File: src/rtl/tap_pkg.sv
package tap_pkg;

  typedef enum logic [3:0] {
    TS_RESET, TS_IDLE,
    TS_SEL_DR, TS_CAP_DR, TS_SH_DR, TS_EX1_DR, TS_PAU_DR, TS_EX2_DR, TS_UPD_DR,
    TS_SEL_IR, TS_CAP_IR, TS_SH_IR, TS_EX1_IR, TS_PAU_IR, TS_EX2_IR, TS_UPD_IR
  } tapState_e;

  localparam int IR_W = 3;
  localparam int ID_W = 32;

  localparam logic [IR_W-1:0] OP_EXTEST  = 3'b000;
  localparam logic [IR_W-1:0] OP_SAMPLE  = 3'b100;
  localparam logic [IR_W-1:0] OP_IDCODE  = 3'b110;
  localparam logic [IR_W-1:0] OP_BYPASS  = 3'b111;
  localparam logic [IR_W-1:0] IR_CAPTURE = 3'b001;

  typedef enum logic [1:0] {PATH_BYP, PATH_ID, PATH_BSR} drPath_e;

  typedef struct packed {
    logic    captureDr;
    logic    shiftDr;
    logic    updateDr;
    logic    shiftIr;
    drPath_e path;
    logic    extest;
  } dpStrobe_t;

endpackage

File: src/rtl/tap_ctrl.sv
module tap_ctrl
  import tap_pkg::*;
(
  input  logic      tck,
  input  logic      trstN,
  input  logic      tms,
  input  logic      tdi,
  output dpStrobe_t stb,
  output logic      irSerial
);

  tapState_e state, nextState;
  logic [IR_W-1:0] irShift;
  logic [IR_W-1:0] irReg;

  always_comb begin
    unique case (state)
      TS_RESET:  nextState = tms ? TS_RESET  : TS_IDLE;
      TS_IDLE:   nextState = tms ? TS_SEL_DR : TS_IDLE;
      TS_SEL_DR: nextState = tms ? TS_SEL_IR : TS_CAP_DR;
      TS_CAP_DR: nextState = tms ? TS_EX1_DR : TS_SH_DR;
      TS_SH_DR:  nextState = tms ? TS_EX1_DR : TS_SH_DR;
      TS_EX1_DR: nextState = tms ? TS_UPD_DR : TS_PAU_DR;
      TS_PAU_DR: nextState = tms ? TS_EX2_DR : TS_PAU_DR;
      TS_EX2_DR: nextState = tms ? TS_UPD_DR : TS_SH_DR;
      TS_UPD_DR: nextState = tms ? TS_SEL_DR : TS_IDLE;
      TS_SEL_IR: nextState = tms ? TS_RESET  : TS_CAP_IR;
      TS_CAP_IR: nextState = tms ? TS_EX1_IR : TS_SH_IR;
      TS_SH_IR:  nextState = tms ? TS_EX1_IR : TS_SH_IR;
      TS_EX1_IR: nextState = tms ? TS_UPD_IR : TS_PAU_IR;
      TS_PAU_IR: nextState = tms ? TS_EX2_IR : TS_PAU_IR;
      TS_EX2_IR: nextState = tms ? TS_UPD_IR : TS_SH_IR;
      TS_UPD_IR: nextState = tms ? TS_SEL_DR : TS_IDLE;
      default:   nextState = TS_RESET;
    endcase
  end

  always_ff @(posedge tck or negedge trstN) begin
    if (!trstN) state <= TS_RESET;
    else        state <= nextState;
  end

  // instruction shifter and active instruction
  always_ff @(posedge tck or negedge trstN) begin
    if (!trstN) begin
      irShift <= IR_CAPTURE;
      irReg   <= OP_IDCODE;
    end else begin
      if (state == TS_CAP_IR)      irShift <= IR_CAPTURE;
      else if (state == TS_SH_IR)  irShift <= {tdi, irShift[IR_W-1:1]};
      if (nextState == TS_RESET)   irReg <= OP_IDCODE;
      else if (state == TS_UPD_IR) irReg <= irShift;
    end
  end

  assign irSerial = irShift[0];

  always_comb begin
    stb.captureDr = (state == TS_CAP_DR);
    stb.shiftDr   = (state == TS_SH_DR);
    stb.updateDr  = (state == TS_UPD_DR);
    stb.shiftIr   = (state == TS_SH_IR);
    stb.extest    = (irReg == OP_EXTEST);
    unique case (irReg)
      OP_EXTEST, OP_SAMPLE: stb.path = PATH_BSR;
      OP_IDCODE:            stb.path = PATH_ID;
      default:              stb.path = PATH_BYP;
    endcase
  end

  // run of consecutive tms-high edges, for the reset property
  logic [2:0] onesRun;
  always_ff @(posedge tck or negedge trstN) begin
    if (!trstN)            onesRun <= '0;
    else if (!tms)         onesRun <= '0;
    else if (onesRun != 7) onesRun <= onesRun + 3'd1;
  end

  a_r2_five_ones: assert property (@(posedge tck) disable iff (!trstN)
    (onesRun >= 3'd5) |-> (state == TS_RESET));

  a_r2_reset_idcode: assert property (@(posedge tck) disable iff (!trstN)
    (state == TS_RESET) |-> (irReg == OP_IDCODE));

  a_r4_ir_hold: assert property (@(posedge tck) disable iff (!trstN)
    (state != TS_UPD_IR) |=> ($stable(irReg) || state == TS_RESET));

endmodule

File: src/rtl/tap_datapath.sv
module tap_datapath
  import tap_pkg::*;
#(
  parameter int           BSR_LEN = 98,
  parameter logic [10:0]  MFR_ID  = 11'h033,
  parameter logic [15:0]  PART_ID = 16'h0452,
  parameter logic [3:0]   REV_ID  = 4'h1
)(
  input  logic               tck,
  input  logic               trstN,
  input  logic               tdi,
  input  dpStrobe_t          stb,
  input  logic               irSerial,
  input  logic [BSR_LEN-1:0] pinIn,
  output logic [BSR_LEN-1:0] pinOut,
  output logic               tdo,
  output logic               tdoEn
);

  localparam logic [ID_W-1:0] ID_WORD = {REV_ID, PART_ID, MFR_ID, 1'b1};

  logic [ID_W-1:0]    idShift;
  logic               bypReg;
  logic [BSR_LEN-1:0] bsrShift;
  logic [BSR_LEN-1:0] chainIn;
  logic               selBsr, selId, selByp;
  logic               drSerial, serialOut;

  assign selBsr = (stb.path == PATH_BSR);
  assign selId  = (stb.path == PATH_ID);
  assign selByp = (stb.path == PATH_BYP);

  always_ff @(posedge tck or negedge trstN) begin
    if (!trstN) begin
      idShift <= ID_WORD;
      bypReg  <= 1'b0;
    end else begin
      if (selId && stb.captureDr)     idShift <= ID_WORD;
      else if (selId && stb.shiftDr)  idShift <= {tdi, idShift[ID_W-1:1]};
      if (selByp && stb.captureDr)    bypReg <= 1'b0;
      else if (selByp && stb.shiftDr) bypReg <= tdi;
    end
  end

  // boundary chain: capture/shift rank and update rank per cell
  assign chainIn = {tdi, bsrShift[BSR_LEN-1:1]};

  for (genvar i = 0; i < BSR_LEN; i++) begin : g_cell
    always_ff @(posedge tck or negedge trstN) begin
      if (!trstN) begin
        bsrShift[i] <= 1'b0;
        pinOut[i]   <= 1'b0;
      end else begin
        if (selBsr && stb.captureDr)    bsrShift[i] <= pinIn[i];
        else if (selBsr && stb.shiftDr) bsrShift[i] <= chainIn[i];
        if (selBsr && stb.updateDr)     pinOut[i]   <= bsrShift[i];
      end
    end
  end

  always_comb begin
    unique case (stb.path)
      PATH_BSR: drSerial = bsrShift[0];
      PATH_ID:  drSerial = idShift[0];
      default:  drSerial = bypReg;
    endcase
    serialOut = stb.shiftIr ? irSerial : drSerial;
  end

  always_ff @(negedge tck or negedge trstN) begin
    if (!trstN) begin
      tdo   <= 1'b0;
      tdoEn <= 1'b0;
    end else begin
      tdo   <= serialOut;
      tdoEn <= stb.shiftDr | stb.shiftIr;
    end
  end

  a_r11_tdoen_shift: assert property (@(posedge tck) disable iff (!trstN)
    tdoEn |-> (stb.shiftDr || stb.shiftIr));

  a_r9_pinout_hold: assert property (@(posedge tck) disable iff (!trstN)
    !(stb.updateDr && selBsr) |=> $stable(pinOut));

  a_r6_bypass_delay: assert property (@(posedge tck) disable iff (!trstN)
    (stb.shiftDr && selByp) |=> (bypReg == $past(tdi)));

endmodule

File: src/rtl/tap_port.sv
module tap_port
  import tap_pkg::*;
#(
  parameter int           BSR_LEN = 98,
  parameter logic [10:0]  MFR_ID  = 11'h033,
  parameter logic [15:0]  PART_ID = 16'h0452,
  parameter logic [3:0]   REV_ID  = 4'h1
)(
  input  logic               tck,
  input  logic               trstN,
  input  logic               tms,
  input  logic               tdi,
  input  logic [BSR_LEN-1:0] pinIn,
  output logic               tdo,
  output logic               tdoEn,
  output logic [BSR_LEN-1:0] pinOut,
  output logic               bscanMode
);

  dpStrobe_t stb;
  logic      irSerial;

  tap_ctrl u_ctrl (
    .tck      (tck),
    .trstN    (trstN),
    .tms      (tms),
    .tdi      (tdi),
    .stb      (stb),
    .irSerial (irSerial)
  );

  tap_datapath #(
    .BSR_LEN (BSR_LEN),
    .MFR_ID  (MFR_ID),
    .PART_ID (PART_ID),
    .REV_ID  (REV_ID)
  ) u_dp (
    .tck      (tck),
    .trstN    (trstN),
    .tdi      (tdi),
    .stb      (stb),
    .irSerial (irSerial),
    .pinIn    (pinIn),
    .pinOut   (pinOut),
    .tdo      (tdo),
    .tdoEn    (tdoEn)
  );

  assign bscanMode = stb.extest;

  a_r10_mode_reset: assert property (@(posedge tck) disable iff (!trstN)
    $rose(bscanMode) |-> $past(tdoEn) == 1'b0);

endmodule

File: config.mk
export PLATFORM = sky130hd
export DESIGN_NAME = tap_port
export DESIGN_NICKNAME = d
export VERILOG_FILES = /design/src/rtl/tap_pkg.sv /design/src/rtl/tap_ctrl.sv /design/src/rtl/tap_datapath.sv /design/src/rtl/tap_port.sv
export SDC_FILE = /design/constraint.sdc
export NUM_CORES = 1
export LEC_CHECK = 0
export ABC_AREA = 1
export BUFFER_PORTS_ARGS = -buffer_cell sky130_fd_sc_hd__buf_2
export CAP_MARGIN = 20
export CORE_ASPECT_RATIO = 0.8
export CORE_MARGIN = 3
export CORE_UTILIZATION = 48
export CTS_CLUSTER_SIZE = 40
export DETAILED_ROUTE_END_ITERATION = 8
export PLACE_DENSITY = 0.69
export RECOVER_POWER = 50
export SLEW_MARGIN = 20
export SYNTH_ARGS = -nofsm -noshare
export SYNTH_HDL_FRONTEND = slang
export SYNTH_SLANG_ARGS = --single-unit
File: constraint.sdc
create_clock -name tck -period 5.74 [get_ports tck]
set_input_delay 1.148 -clock tck [delete_from_list [all_inputs] [get_ports tck]]
set_output_delay 1.148 -clock tck [all_outputs]
set_load 0.01 [all_outputs]
==> impl_metrics.toml <==
[timing]
hold_viol = 0
worst_pin_slew_ns = 2.55
slew_violations = 246
finalSetupViolations = 0
whs_ns = 0.476
relSlewSlack = -0.703
tns_ns = 0
skew_ns = 0.0178
rsz0062_at_grt = "false"

[floorplanning]
die_h_um = 136
boundaryPins = 203
rows = 46
fp.coreArea_um2 = 20300
fp.dieW_um = 168
die-area_um2 = 22900
start_util = 0.500

[worst_setup_path]
arrival_ns = 3.89
worst-path-buf-inv = 1
endpoint_kind = "primary output"
rrSetupSlack_ns = 1.40
reg2reg_depth = 7
path_delay_family = "flip-flops"
crit_type = "flop to primary output"
critPathSlowestCell = "dfrtn_1"
startpoint_type = "flop"
worstPathMaxFanout = 1
path_cells = "buf_2"
cp_data_required_time_ns = 4.59
critical_path.max_stage_delay_ns = 0.38
path_depth = 1

[clock_tree]
clock-root-buffer = "clkbuf_16"
cts.hold.buffers_added = 0
clock-sinks = 241
clk_pin_slew_worst_paths_ns = 0.06
htree_levels = 1
post-cts-setup-buffers = 0
cts_tree = "built"
clock_latency_ns = 0.52
ctsLongestPathBuffers = 3
cts_resized = 0
cts_buffers = 25

[logic_synthesis]
yosysSeqAreaShare = 0.597
syn_nets = 1210
async_reset_ff_frac = 1.00
yosysWarningCount = 0
ys_seq_elements = 241
syn_inst = 1105
ys.flop_type = "dfrtp_1"
synthDistinctLibCells = 28
syn_area_per_cell_um2 = 9.17
synth_edf_count = 0
netlist_area_um2 = 10100

[final_layout]
final_cells = 1553
utilization = 0.591
area_delta_synth_final_pct = 18.1
layout_common_cells = "o21ai_0, dfrtp_1, buf_2, nand2_1, inv_1"
drive_gt1_frac = 0.215
nNetsFinal = 1374
fill_cells = 1842
final_common_cell = "o21ai_0"

[pwr]
power.density_cell_area_nw_per_um2 = 452
leakage_nw = 6.16
ir_drop_mv = 0.259

[grt]
track_usage = 0.219
grt_pass1_wl_um = 41000
grt_max_degree = 185
overflow = 0
grt_pass1_vias = 7724
antenna_found_initial = 4

[routing]
vias = 8058
ant_nets = 0
drt-total-wl_um = 25400
first_iter_violations = 869
dr.pass1.iters = 6
drcViolationCount = 0
wl_per_cell_um = 16.3
viasPerCell = 5.19

[placed_design]
dp_cells = 1506
place.gp.congestion = 0.809
io_buffers = 202
hpwl_um = 16300

[status]
status = "complete, but fails checks"
violations = "capacitance limit, slew limit"

[hold_path]
hold_path_depth = 2
hp-class = "flop to flop"

[flow_run]
maxCapViolations = 2
through the flow:
step                setup WS (ns)  instance area, um2  power [mW]
global placement             1.24               11200        3.82
floorplan                    1.31               10100        3.43
finish                      0.699               12000        5.41
CTS                         0.681               12000        5.47
detailed placement           1.23               11200        3.87
global route                0.669               12000        5.79
cell families (layout without fill, tap and decap cells):
logic type | after synthesis | in the layout | share of synthesized area
other cells | 0 | 1 | 0
compound gates | 447 | 447 | 0.231
simple gates | 213 | 213 | 0.0857
fa+ha+maj | 3 | 3 | 0.00371
buf+inv | 201 | 384 | 0.0829
flops | 241 | 241 | 0.597
area by class of cell:
| type | instances | area [um2] | share of cell area |
|---|---|---|---|
| clock inverters | 9 | 77.6 | 0.00648 |
| diodes | 1 | 2.50 | 0.000209 |
| well taps | 264 | 330 | 0.0276 |
| inverters | 129 | 484 | 0.0405 |
| repair buffers | 209 | 1050 | 0.0881 |
| clock buffers | 37 | 731 | 0.0611 |
| flip-flops and latches | 241 | 6050 | 0.505 |
| multi-input cells | 663 | 3240 | 0.271 |
Yosys cell counts, types with 4 or more instances:
| master | n | area, um2 |
|---|---|---|
| nand3_1 | 10 | 50.1 |
| buf_6 | 8 | 90.1 |
| nand2_2 | 4 | 25.0 |
| dfrtp_1 | 226 | 5660 |
| buf_4 | 4 | 30.0 |
| o21ai_1 | 50 | 250 |
| nor2_1 | 42 | 158 |
| dfstp_2 | 13 | 342 |
| a31oi_1 | 4 | 25.0 |
| clkbuf_1 | 51 | 191 |
| inv_1 | 127 | 477 |
| nand2_1 | 150 | 563 |
| o21ai_0 | 364 | 1820 |
| a21oi_2 | 21 | 184 |
| buf_2 | 8 | 40.0 |
final timing paths:
check / end / start
setup / recovery: tdo / u_dp.tdo
hold / removal: u_dp.idShift[18] / u_dp.idShift[18]
setup reg to reg: u_dp.tdo / u_ctrl.state[3]
hold reg to reg: u_dp.idShift[18] / u_dp.idShift[18]
max in group asynchronous: u_dp.tdo / trstN
min in group asynchronous: u_dp.bsrShift[7] / trstN
power breakdown:
part           switching, mW  internal [mW]
clock network          0.661          0.927
logic                  0.882          0.473
registers              0.214           2.25
per-layer routing:
layer	routed length, um	GRT usage	part of all wire
met5	22	0	0.00087
met4	398	0.0363	0.016
met3	2140	0.0581	0.085
met2	11000	0.330	0.44
met1	11700	0.326	0.46
registers in the layout (all words and copies together), names as in the netlist:
register and flops:
u_dp.tdo 1, u_dp.bypReg 1, u_ctrl.irShift 3, u_dp.idShift 32, u_dp.bsrShift 98, u_ctrl.state 4
u_ctrl.irReg 3, u_dp.tdoEn 1, u_dp.pinOut 98
Note: power is estimated with default switching activity, not from simulation.
